==> src/rtl/clkseq_pkg.sv <==
package clkseq_pkg;

    // width of the half-period counters
    localparam int HW = 6;
    typedef logic [HW-1:0] half_t;

    typedef enum logic [1:0] {
        SEL_OFF  = 2'b00,
        SEL_TEST = 2'b01,
        SEL_66   = 2'b10,
        SEL_100  = 2'b11
    } sel_e;

    // half periods in fast-clock cycles, normal modes
    localparam half_t H_MEM    = half_t'(2);
    localparam half_t H_CPU100 = half_t'(2);
    localparam half_t H_CPU66  = half_t'(3);
    localparam half_t H_F66    = half_t'(3);
    localparam half_t H_PCI    = half_t'(2 * H_F66);
    localparam half_t H_F48    = half_t'(4);
    localparam half_t H_REF    = half_t'(14);
    // half period of the test clock; all test rates are ratios of it
    localparam half_t H_TST    = half_t'(1);

    // divider indices
    localparam int NDIV   = 7;
    localparam int D_CPU  = 0;
    localparam int D_MEM  = 1;
    localparam int D_F66  = 2;
    localparam int D_PCI  = 3;
    localparam int D_APIC = 4;
    localparam int D_F48  = 5;
    localparam int D_REF  = 6;

    typedef struct packed {
        half_t cpu;
        half_t mem;
        half_t f66;
        half_t pci;
        half_t apic;
        half_t f48;
        half_t refc;
        logic  cpu_lag;   // processor phase starts low (half-cycle shift)
    } plan_t;

    function automatic plan_t pick_plan(sel_e m, logic apic_full);
        plan_t p;
        if (m == SEL_TEST || m == SEL_OFF) begin
            p.cpu     = half_t'(2 * H_TST);
            p.mem     = half_t'(2 * H_TST);
            p.f66     = half_t'(3 * H_TST);
            p.pci     = half_t'(6 * H_TST);
            p.apic    = half_t'(6 * H_TST);
            p.f48     = half_t'(2 * H_TST);
            p.refc    = H_TST;
            p.cpu_lag = 1'b0;
        end else begin
            p.cpu     = (m == SEL_100) ? H_CPU100 : H_CPU66;
            p.mem     = H_MEM;
            p.f66     = H_F66;
            p.pci     = H_PCI;
            p.apic    = apic_full ? H_PCI : half_t'(2 * H_PCI);
            p.f48     = H_F48;
            p.refc    = H_REF;
            p.cpu_lag = (m == SEL_100);
        end
        return p;
    endfunction

endpackage

==> src/rtl/clkseq_div.sv <==
module clkseq_div #(
    parameter int W = 6
) (
    input  logic         clk,
    input  logic         rst,
    input  logic         hold,
    input  logic         init,
    input  logic [W-1:0] half,
    output logic         ph
);
    logic [W-1:0] cnt;

    always_ff @(posedge clk) begin
        if (rst || hold) begin
            cnt <= '0;
            ph  <= init;
        end else if (cnt == half - W'(1)) begin
            cnt <= '0;
            ph  <= ~ph;
        end else begin
            cnt <= cnt + W'(1);
        end
    end
endmodule

==> src/rtl/clkseq_gate.sv <==
module clkseq_gate #(
    parameter int N = 1
) (
    input  logic         clk,
    input  logic         rst,
    input  logic         hold,
    input  logic         ph,
    input  logic         pd,
    input  logic [N-1:0] en,
    output logic [N-1:0] o
);
    for (genvar i = 0; i < N; i++) begin : g_cell
        logic run_q;
        // the run flag may only change while the phase is low
        always_ff @(posedge clk) begin
            if (rst || hold)
                run_q <= 1'b0;
            else if (!ph)
                run_q <= en[i] & ~pd;
        end
        assign o[i] = ph & run_q;
    end
endmodule

==> src/rtl/clkseq_pdseq.sv <==
module clkseq_pdseq #(
    parameter int QUAL = 2
) (
    input  logic clk,
    input  logic rst,
    input  logic pwrdn_n,
    input  logic step,
    output logic pd_q,
    output logic sync_n
);
    localparam int CW = $clog2(QUAL + 1);

    logic         s1;
    logic [CW-1:0] cnt;

    always_ff @(posedge clk) begin
        if (rst) begin
            s1     <= 1'b1;
            sync_n <= 1'b1;
        end else begin
            s1     <= pwrdn_n;
            sync_n <= s1;
        end
    end

    // sync_n == pd_q means the input asks for the other state
    always_ff @(posedge clk) begin
        if (rst) begin
            pd_q <= 1'b0;
            cnt  <= '0;
        end else if (step) begin
            if (sync_n == pd_q) begin
                if (cnt == CW'(QUAL - 1)) begin
                    pd_q <= ~pd_q;
                    cnt  <= '0;
                end else begin
                    cnt <= cnt + CW'(1);
                end
            end else begin
                cnt <= '0;
            end
        end
    end
endmodule

==> src/rtl/clkseq_pwrup.sv <==
module clkseq_pwrup #(
    parameter int WAIT = 16384
) (
    input  logic clk,
    input  logic rst,
    input  logic strap_i,
    output logic ready,
    output logic strap_q
);
    localparam int CW = $clog2(WAIT + 1);

    logic [CW-1:0] cnt;

    always_ff @(posedge clk) begin
        if (rst) begin
            cnt     <= '0;
            ready   <= 1'b0;
            strap_q <= 1'b0;
        end else if (!ready) begin
            cnt <= cnt + CW'(1);
            if (cnt == CW'(WAIT - 1)) begin
                ready   <= 1'b1;
                strap_q <= strap_i;
            end
        end
    end
endmodule

==> src/rtl/clk_out_sequencer.sv <==
module clk_out_sequencer
    import clkseq_pkg::*;
#(
    parameter int CPU_N     = 3,
    parameter int MEM_N     = 8,
    parameter int F66_N     = 2,
    parameter int PCI_N     = 8,
    parameter int APIC_N    = 2,
    parameter int PWRUP_CYC = 16384,
    parameter int QUAL      = 2
) (
    input  logic              clk,
    input  logic              rst,
    input  logic [1:0]        sel,
    input  logic              pwrdn_n,
    input  logic              strap_i,
    input  logic              en_cpu_aux,
    input  logic              en_usb,
    input  logic              en_dot,
    input  logic [MEM_N-1:0]  en_mem,
    input  logic [PCI_N-2:0]  en_pci,
    output logic [CPU_N-1:0]  cpu_o,
    output logic              cpu_oe,
    output logic [MEM_N-1:0]  mem_o,
    output logic              mem_oe,
    output logic [F66_N-1:0]  f66_o,
    output logic              f66_oe,
    output logic [PCI_N-1:0]  pci_o,
    output logic              pci_oe,
    output logic [APIC_N-1:0] apic_o,
    output logic              apic_oe,
    output logic              usb_o,
    output logic              dot_o,
    output logic              f48_oe,
    output logic              ref_o,
    output logic              ref_oe
);
    sel_e            mode_q;
    logic            ready;
    logic            strap_q;
    logic            hold;
    logic            pd_q;
    logic            sync_n;
    logic            cpu_ph_d;
    logic            step;
    logic            oe_all;
    plan_t           plan;
    half_t           halves [NDIV];
    logic [NDIV-1:0] inits;
    logic [NDIV-1:0] ph;

    always_ff @(posedge clk) begin
        if (rst) mode_q <= SEL_OFF;
        else     mode_q <= sel_e'(sel);
    end

    clkseq_pwrup #(.WAIT(PWRUP_CYC)) u_pwrup (
        .clk(clk), .rst(rst), .strap_i(strap_i),
        .ready(ready), .strap_q(strap_q)
    );

    assign hold   = !ready || (mode_q != sel_e'(sel)) || (mode_q == SEL_OFF);
    assign oe_all = ready && (mode_q != SEL_OFF);
    assign plan   = pick_plan(mode_q, strap_q);

    always_comb begin
        halves[D_CPU]  = plan.cpu;
        halves[D_MEM]  = plan.mem;
        halves[D_F66]  = plan.f66;
        halves[D_PCI]  = plan.pci;
        halves[D_APIC] = plan.apic;
        halves[D_F48]  = plan.f48;
        halves[D_REF]  = plan.refc;
        inits          = '1;
        inits[D_CPU]   = ~plan.cpu_lag;
    end

    for (genvar g = 0; g < NDIV; g++) begin : g_div
        clkseq_div #(.W(HW)) u_div (
            .clk(clk), .rst(rst), .hold(hold),
            .init(inits[g]), .half(halves[g]), .ph(ph[g])
        );
    end

    // processor-phase rising edges drive the power-down qualifier
    always_ff @(posedge clk) begin
        if (rst) cpu_ph_d <= 1'b0;
        else     cpu_ph_d <= ph[D_CPU];
    end
    assign step = ph[D_CPU] & ~cpu_ph_d & ~hold;

    clkseq_pdseq #(.QUAL(QUAL)) u_pd (
        .clk(clk), .rst(rst), .pwrdn_n(pwrdn_n), .step(step),
        .pd_q(pd_q), .sync_n(sync_n)
    );

    logic [CPU_N-1:0] cpu_en;
    logic [PCI_N-1:0] pci_en;
    logic [1:0]       f48_v;
    logic [0:0]       ref_v;

    assign cpu_en = {en_cpu_aux, {(CPU_N-1){1'b1}}};
    assign pci_en = {en_pci, 1'b1};

    clkseq_gate #(.N(CPU_N)) u_g_cpu (
        .clk(clk), .rst(rst), .hold(hold), .ph(ph[D_CPU]), .pd(pd_q),
        .en(cpu_en), .o(cpu_o));
    clkseq_gate #(.N(MEM_N)) u_g_mem (
        .clk(clk), .rst(rst), .hold(hold), .ph(ph[D_MEM]), .pd(pd_q),
        .en(en_mem), .o(mem_o));
    clkseq_gate #(.N(F66_N)) u_g_f66 (
        .clk(clk), .rst(rst), .hold(hold), .ph(ph[D_F66]), .pd(pd_q),
        .en({F66_N{1'b1}}), .o(f66_o));
    clkseq_gate #(.N(PCI_N)) u_g_pci (
        .clk(clk), .rst(rst), .hold(hold), .ph(ph[D_PCI]), .pd(pd_q),
        .en(pci_en), .o(pci_o));
    clkseq_gate #(.N(APIC_N)) u_g_apic (
        .clk(clk), .rst(rst), .hold(hold), .ph(ph[D_APIC]), .pd(pd_q),
        .en({APIC_N{1'b1}}), .o(apic_o));
    clkseq_gate #(.N(2)) u_g_f48 (
        .clk(clk), .rst(rst), .hold(hold), .ph(ph[D_F48]), .pd(pd_q),
        .en({en_dot, en_usb}), .o(f48_v));
    clkseq_gate #(.N(1)) u_g_ref (
        .clk(clk), .rst(rst), .hold(hold), .ph(ph[D_REF]), .pd(pd_q),
        .en(1'b1), .o(ref_v));

    assign usb_o   = f48_v[0];
    assign dot_o   = f48_v[1];
    assign ref_o   = ref_v[0];

    assign cpu_oe  = oe_all;
    assign mem_oe  = oe_all;
    assign f66_oe  = oe_all;
    assign pci_oe  = oe_all;
    assign apic_oe = oe_all;
    assign f48_oe  = oe_all;
    assign ref_oe  = oe_all;
endmodule

==> config.mk <==
export PLATFORM = sky130hd
export DESIGN_NAME = clk_out_sequencer
export DESIGN_NICKNAME = d
export VERILOG_FILES = /design/src/rtl/clkseq_pkg.sv /design/src/rtl/clkseq_div.sv /design/src/rtl/clkseq_gate.sv /design/src/rtl/clkseq_pdseq.sv /design/src/rtl/clkseq_pwrup.sv /design/src/rtl/clk_out_sequencer.sv
export SDC_FILE = /design/constraint.sdc
export NUM_CORES = 1
export LEC_CHECK = 0
export BUFFER_PORTS_ARGS = -buffer_cell sky130_fd_sc_hd__buf_2
export CAP_MARGIN = 20
export CORE_UTILIZATION = 50
export CTS_CLUSTER_SIZE = 20
export DETAILED_ROUTE_END_ITERATION = 10
export PLACE_DENSITY = 0.71
export SETUP_SLACK_MARGIN = 0.15
export SYNTH_ARGS = -nofsm -noshare
export SYNTH_HDL_FRONTEND = slang
export SYNTH_SLANG_ARGS = --single-unit
==> constraint.sdc <==
create_clock -name clk -period 2 [get_ports clk]
set_input_delay 0.1 -clock clk [delete_from_list [all_inputs] [get_ports clk]]
set_output_delay 0.1 -clock clk [all_outputs]
set_load 0.05 [all_outputs]
* Yosys cells after proc, flatten, opt, wreduce, memory -nomap -nowiden *
Cells that the tools add are included.

cells by class
  bitwise gates (word level) = 55
  mux-type cells = 9
  order comparisons = 0
  add/subtract/negate cells = 16
  equality and inequality tests = 13
  reduce and logical (&&, ||, !) cells = 18
  div/mod/pow operators = 0
  multiply operators = 0
  shifts and indexed selects = 0

operators by type and width
  kind                                                   number
  AND 1 bit                                              43
  adder 6 x 1 -> 6 bit, second input constant            7
  equality test 6 bit                                    7
  2-to-1 mux 38 bit                                      1
  subtractor 6 x 1 -> 6 bit, second input constant       6
  adder 15 x 1 -> 15 bit, second input constant          1
  equality test 15 x 14 -> 1 bit, second input constant  1
  OR reduction 2 bit                                     7
  inverter 1 bit                                         12
  2-to-1 mux 1 bit                                       5
  equality test 2 x 1 -> 1 bit, second input constant    2
  logical OR 1 bit                                       4
  2-to-1 mux 2 bit                                       2
  2-to-1 mux 4 bit                                       1
  nonzero test 2 bit                                     2
  AND reduction 3 bit                                    1
  subtractor 2 x 1 -> 3 bit, second input constant       1
  adder 2 x 1 -> 2 bit, second input constant            1
  equality test 2 bit, second input constant             1
  zero test 2 bit                                        1
  != test 2 bit                                          1
  AND reduction 2 bit                                    1
  equality test 1 bit                                    1
  logical AND 1 bit                                      1
  zero test 1 bit                                        1

word-level totals
  word-level logic and storage cells = 157
  register bits after elaboration = 97
  output and inout bits = 33
  bits of input ports = 24
  RAM bits = 0
  bits in read-only memories = 0
  memories kept = 0
  latch bits = 0

* Longest topological paths before layout *
Gate-level depths: netlist of the first run.

  word-level depth = 7
  mapped depth = 6
  depth with buffers taken out = 6

* Cells and area by module *
A second synthesis of the first run with hierarchy kept.

second synthesis, totals
  cells, all modules = 618
  area total of the unflattened synthesis = 5635.4 um^2

by module, submodules not included
  module                      seq. area each (um^2)  times used  cells each  area an instance (um^2)
  clkseq_div                  150.1                  7           51          470.5
  clkseq_pwrup                340.3                  1           83          789.5
  clkseq_gate (u_g_mem ...)   160.2                  2           43          351.6
  clkseq_gate (u_g_apic ...)  40.0                   3           9           91.3
  clk_out_sequencer           60.1                   1           26          205.2
  clkseq_pdseq                100.1                  1           18          192.7
  clkseq_gate (u_g_cpu)       60.1                   1           16          130.1
  clkseq_gate (u_g_ref)       20.0                   1           5           47.5

* Least setup slack after synthesis of the first run *
No wires, ideal clock.

  path kind = register to register
  start = register g_div[0].u_div.cnt[3]
  end = register g_div[0].u_div.ph, enable pin
  stages on the path, launching flop included = 3
  path buffers = 0
  clock period less this slack = 1427 ps
  setup slack = 573 ps
  setup time = 332 ps
  data arrival time = 1095 ps
  data required time = 1668 ps
  cell sequence = dfxtp_1 -> or4_1 -> o211ai_2

on the way
  word-level cells in the longest chain between the ends = 2

RTL lines
  element                              RTL line          text
  start, declared                      clkseq_div.sv:11  logic [W-1:0] cnt;
  start signal, assigned               clkseq_div.sv:21  cnt <= cnt + W'(1);
  equality test 6 bit                  clkseq_div.sv:17  end else if (cnt == half - W'(1)) begin
  nonzero test 2 bit (no source line)  --
  end signal, assigned                 clkseq_div.sv:16  ph <= init;
  end signal, assigned                 clkseq_div.sv:19  ph <= ~ph;
  end, declared                        clkseq_div.sv:9   output logic ph

Every way passes these cells.
A chain may end at the register's enable or synchronous reset.

* Worst setup path after layout of the first run *
  start = register u_pwrup.ready
  end = register g_div[0].u_div.ph, data pin

on the way
  word-level cells in the longest chain between the ends = 5

RTL lines
  element                         RTL line                 text
  start, declared                 clkseq_pwrup.sv:7        output logic ready,
  start signal, assigned          clkseq_pwrup.sv:17       ready <= 1'b0;
  start signal, assigned          clkseq_pwrup.sv:22       ready <= 1'b1;
  zero test 1 bit                 clk_out_sequencer.sv:62  assign hold = !ready || (mode_q != sel_e'(sel)) || (mode_q == SEL_OFF);
  logical OR 1 bit (2 in series)  clk_out_sequencer.sv:62
  logical OR 1 bit                clkseq_div.sv:14         if (rst || hold) begin
  2-to-1 mux 1 bit                clkseq_div.sv:14

Every way passes these cells.

==> results.py, run 1 <==
metrics = {
    "yosys": {
        "synthTopCellsByCount": "dfxtp_1, nor2_1, a21oi_1, xor2_1, nand3_1",
        "syn-num-nets": 474,
        "syn-cell-area_sq_um": 4030,
        "ys.warnings.count": 0,
        "async_flop_share_pct": 0,
        "synth-seq-cells": 97,
        "synthFlopType": "dfxtp_1",
        "yosys.area.top_type": "dfxtp_1",
        "ys_types": 49,
        "synth_area_leaders": "dfxtp_1, nor2_1, xor2_1",
        "synth.avg_cell_area_sq_um": 9.17,
        "synth-seq-area-share_pct": 48.5,
        "synth_top_area_share_pct": 47.7,
        "syn_inst": 439,
        "synth_most_common_cell": "dfxtp_1",
        "synth_edf_count": 1,
    },
    "setup_path": {
        "ff2ff_path_depth": 4,
        "end_kind": "flop",
        "crit_type": "flop to flop",
        "arrival_ns": 1.76,
        "cp_max_fo": 13,
        "worstSetupStartpointType": "flop",
        "cp.required_ns": 2.12,
    },
    "place": {
        "place_congestion": 0.761,
        "hpwl_um": 4810,
        "io_buffers": 56,
        "place_inst": 577,
    },
    "global_route": {
        "antenna_found_initial": 0,
        "overflow": 0,
        "grt_pass1_vias": 2959,
        "grt_usage_pct": 18.1,
        "grt_max_degree": 26,
        "grt_first_pass_wirelength_um": 12400,
    },
    "route": {
        "drtPass1Iterations": 4,
        "vias_per_cell": 5.00,
        "routedWlPerCell_um": 11.6,
        "totalWireLength_um": 7150,
        "drt_iter0_drc": 65,
        "ant_nets": 0,
        "drc_errors": 0,
        "vias": 3070,
    },
    "clocking": {
        "clock_latency_ns": 0.36,
        "numCtsBuffers": 9,
        "postCtsHoldBufs": 21,
        "clock-sinks": 97,
        "clock_path_buffers": 2,
        "cts_tree": "built",
        "cts_max_level": 3,
        "cts-resized-gates": 0,
        "clk_pin_slew_ns": 0.10,
        "clockRootBuffer": "clkbuf_8",
        "cts_setup_buffers": 0,
    },
    "finish": {
        "diodes": 0,
        "finalNonFillerCells": 614,
        "syn_to_final_growth_pct": 17.1,
        "nets": 542,
        "drive_gt1_share_pct": 18.0,
    },
    "timing": {
        "rsz0062_at_grt": "no",
        "drv_slew": 0,
        "relSlewSlack_pct": 66.6,
        "finalCritPeriodShare_pct": 82.2,
        "hold_violations": 0,
        "fin_crit_ns": 1.64,
        "fin_tns_setup_ns": 0,
        "finClkSkew_ns": 0.0115,
        "max_freq_ghz": 0.609,
        "finalSetupViolCount": 0,
        "tightest_slew_ns": 0.500,
    },
    "power_and_ir_drop": {
        "irDropWorstVdd_uv": 479,
        "power.leakage_nw": 1.84,
        "p_total_mw": 3.28,
        "power_density_nw_per_um2": 697,
    },
    "floorplan": {
        "rows": 32,
        "coreArea_sq_um": 7770,
        "fp.dieH_um": 91.8,
        "start_util_pct": 51.9,
        "dieWidth_um": 91.8,
        "dieArea_sq_um": 8420,
        "pin_count": 57,
    },
    "worst_hold_path": {
        "min_path_type": "primary input to flop",
        "min_path_cells": 2,
    },
    "run": {
        "drv_cap": 0,
    },
    "run_status": {
        "status": "completed",
    },
}
[sequential cells by signal, summed over array words and instances (netlist names), 2 cells and up]
register,count
u_g_pci.g_cell.run_q,8
u_pd.cnt,2
u_pwrup.cnt,15
g_div.u_div.cnt,42
u_g_cpu.g_cell.run_q,2
mode_q,2
u_g_f48.g_cell.run_q,2
g_div.u_div.ph,7
u_g_mem.g_cell.run_q,8
[layout by cell type, fill, tap and decap left out, types with 3 or more instances in the layout]
master         count
a21oi_1           27
and2_1            23
and3_1             5
buf_2             56
clkbuf_8           9
dfxtp_1           96
dlygate4sd3_1     21
ha_1              11
inv_1              7
inv_6              3
inv_8              3
nand2_1           20
nand3_1           24
nand3_2            4
nand3b_1           3
nor2_1            87
nor2b_1            6
nor3_1             9
nor4_1             4
o21a_1             5
o21ai_0            3
or2_2              3
or3_1              3
xnor2_1           21
xor2_1            27
[final cells by class]
type / count / area, sq um
Multi-Input combinational cell: 312 / 1910
Clock inverter: 7 / 67.6
Tap cell: 102 / 128
Inverter: 8 / 30.0
Timing Repair Buffer: 79 / 505
Clock buffer: 9 / 124
Fill cell: 682 / 3050
Sequential cell: 97 / 1950
[power by group]
group          internal [mW]  switching, mW
clock                  0.491          0.736
combinational         0.0598         0.0402
sequential              1.94         0.0134
[cell families after synthesis]
kind of cell | after synthesis | synth area share (%)
buf+inv | 30 | 4.16
mux | 1 | 0.249
simple gates | 208 | 26.3
fa+ha+maj | 11 | 3.42
flops | 97 | 48.5
compound gates | 44 | 6.99
xor+xnor | 48 | 10.4
[metal layers]
metal	vias up	GRT usage, %	routed length [um]
met3	6	4.31	352
met4	0	5.86	78
met5	-	0	0
li1	1593	-	-
met2	73	31.8	3280
met1	1398	21.7	3440
[per-stage QoR]
step / hold slack (ns) / util [%] / instance area [sq um] / worst slack, ns
after floorplan: 0.172 / - / 4030 / 0.573
after global placement: 0.284 / 55.5 / 4310 / 0.413
after detailed placement: 0.301 / 55.5 / 4310 / 0.361
after CTS: 0.0196 / 60.7 / 4710 / 0.348
after global routing: 0.0284 / 60.7 / 4710 / 0.223
final: 0.0224 / 60.7 / 4710 / 0.357
[critical path, cell delays in order (launching register included)]
cell	delay (ns)
dfxtp_1	0.52
nand4b_1	0.20
o22ai_4	0.23
and2_2	0.34
a21oi_1	0.11
[path summary, 6_finish.rpt]
check | start | endpoint | slack, ns
worst max-delay path | u_pwrup.ready | g_div[0].u_div.ph | 0.36
worst min-delay path | sel[1] | mode_q[1] | 0.02
worst max register to register | u_pwrup.ready | g_div[0].u_div.ph | 0.36
worst min register to register | u_pd.s1 | u_pd.sync_n | 0.44
(Power assumes the default switching activity.)
==> run 2: changes to the inputs <==
--- a/config.mk
+++ b/config.mk
@@ -10,7 +10,7 @@
 export CORE_UTILIZATION = 50
 export CTS_CLUSTER_SIZE = 20
 export DETAILED_ROUTE_END_ITERATION = 10
-export PLACE_DENSITY = 0.71
+export PLACE_DENSITY = 0.74
 export SETUP_SLACK_MARGIN = 0.15
 export SYNTH_ARGS = -nofsm -noshare
 export SYNTH_HDL_FRONTEND = slang
==> constraint.sdc (replaced) <==
create_clock -name clk -period 1.4 [get_ports clk]
set_input_delay 0.07 -clock clk [delete_from_list [all_inputs] [get_ports clk]]
set_output_delay 0.07 -clock clk [all_outputs]
set_load 0.05 [all_outputs]
==> results.py, run 2 (synthesis gave the netlist of run 1 again) <==
metrics = {
    "floorplan": {
        "rows": 32,
        "dieArea_sq_um": 8420,
        "fp.dieH_um": 91.8,
        "coreArea_sq_um": 7770,
        "start_util_pct": 51.9,
        "dieWidth_um": 91.8,
        "pin_count": 57,
    },
    "finish": {
        "final_cell_mix": "nor2_1, dfxtp_1, buf_4",
        "largest_reg_flops": 42,
        "postLayoutCellArea_sq_um": 5760,
        "final_util_pct": 74.1,
        "top_regs": "g_div.u_div.cnt (42), u_pwrup.cnt (15)",
        "syn_to_final_growth_pct": 42.9,
        "nets": 585,
        "diodes": 0,
        "drive_gt1_share_pct": 36.6,
        "final_common_cell": "nor2_1",
        "nFillCells": 518,
        "top_register": "g_div.u_div.cnt",
    },
    "global_route": {
        "overflow": 0,
        "grt_usage_pct": 20.9,
        "grt_first_pass_wirelength_um": 14200,
        "grt_max_degree": 24,
        "antenna_found_initial": 0,
        "grt_pass1_vias": 3218,
    },
    "clocking": {
        "clock_latency_ns": 0.37,
        "cts_max_level": 3,
        "clockRootBuffer": "clkbuf_8",
        "clock_path_buffers": 2,
        "clk_pin_slew_ns": 0.09,
        "clock-sinks": 97,
        "cts_tree": "built",
        "numCtsBuffers": 9,
    },
    "power_and_ir_drop": {
        "power_density_nw_per_um2": 842,
        "p_sw_mw": 1.11,
        "comb_power_share_pct": 4.3,
        "power.leakage_nw": 2.31,
        "swShare_pct": 23.0,
        "irDropWorstVdd_uv": 632,
        "power_frac_seq_pct": 57.5,
        "p_int_mw": 3.73,
        "power.clock.fraction_pct": 38.2,
    },
    "setup_path": {
        "cp.required_ns": 1.67,
        "worst-path-buf-inv": 2,
        "worstSetupStartpointType": "flop",
        "arrival_ns": 1.69,
        "cp_max_fo": 6,
        "crit_type": "flop to flop",
        "end_kind": "flop",
        "slowest_delay_ns": 0.37,
        "cp_top_family": "flip-flops",
        "crit_path_top_delay_cell": "dfxtp_2",
        "path_cells": "buf_4, nor4bb_1, a21oi_1, o211ai_2, buf_6, nor2_1",
    },
    "run": {
        "drv_cap": 0,
    },
    "run_status": {
        "status": "finished, violations left",
        "violations": "negative setup slack",
    },
    "timing": {
        "hold_slack_ns": 0.115,
        "hold_violations": 0,
        "rsz0062_at_grt": "yes",
        "finClkSkew_ns": 0.0180,
        "tightest_slew_ns": 0.339,
        "fin_crit_ns": 1.43,
        "drv_slew": 0,
        "relSlewSlack_pct": 77.3,
        "max_freq_ghz": 0.701,
        "finalSetupViolCount": 6,
        "fin_ws_ns": -0.0272,
        "finalCritPeriodShare_pct": 102,
        "fin_tns_setup_ns": -0.140,
    },
    "place": {
        "hpwl_um": 5120,
        "io_buffers": 56,
        "pre_cts_ws_ns": -0.0665,
        "place_congestion": 0.714,
        "placed_area_sq_um": 4620,
    },
    "route": {
        "drt_iter0_drc": 113,
        "drc_errors": 0,
        "vias_per_cell": 5.06,
        "routedWlPerCell_um": 14.3,
        "totalWireLength_um": 9420,
        "drtPass1Iterations": 5,
        "ant_nets": 0,
        "vias": 3327,
    },
    "worst_hold_path": {
        "min_path_type": "primary input to flop",
    },
}
run 2: metrics by stage:
stage               cells  power (mW)
floorplan             439        2.92
global placement      600        2.98
detailed placement    600        2.98
CTS                   650        4.85
global route          657        5.01
finish                657        4.85
run 2: worst register-to-register path: cells and delay by family (launching register included):
family                 cells  cell delay, ns
flip-flops                 1            0.37
buffers and inverters      2            0.34
AND/OR/NAND/NOR            2            0.31
AO/OA/AOI/OAI              2            0.31
run 2: layer usage:
layer | share of wire [%] | vias up | GRT usage [%]
met5 | 0 | - | 0
met4 | 1.7 | 0 | 7.68
met3 | 2.6 | 15 | 3.73
met2 | 54 | 56 | 38.0
met1 | 42 | 1582 | 24.3
li1 | - | 1674 | -
run 2: final timing paths:
| path | start | end | slack, ns | cells past startpoint |
|---|---|---|---|---|
| worst max-delay path | mode_q[1] | g_div[0].u_div.cnt[4] | -0.03 | 6 |
| worst min register to register | u_pd.s1 | u_pd.sync_n | 0.42 | 1 |
| worst min-delay path | rst | g_div[6].u_div.cnt[5] | 0.12 | 4 |
| worst max register to register | mode_q[1] | g_div[0].u_div.cnt[4] | -0.03 | 6 |
run 2: what timing repair did:
action,in CTS,in global routing
hold buffers,22,0
setup buffers,11,7
resized for setup,79,93
endpoints found under the setup margin,118,118
pin swaps,20,15
endpoints found under the hold margin,22,0
cloned,1,0
run 2: cell type report:
type	instances	area, sq um	share of cell area [%]
clock buffer	9	124	2.15
clock inverter	7	76.3	1.33
inverter	8	30.0	0.522
multi-input combinational	313	2240	38.9
sequential	97	1990	34.6
tap	102	128	2.22
timing repair buffer	121	1160	20.2
run 2: power groups by stage:
stage,combinational (mW),sequential (mW),clock [mW]
2_1_floorplan,0.0624,2.86,0
3_3_place_gp,0.119,2.86,0
3_5_place_dp,0.123,2.86,0
4_1_cts,0.194,2.79,1.87
5_1_grt,0.227,2.79,2.00
6_report,0.208,2.79,1.85
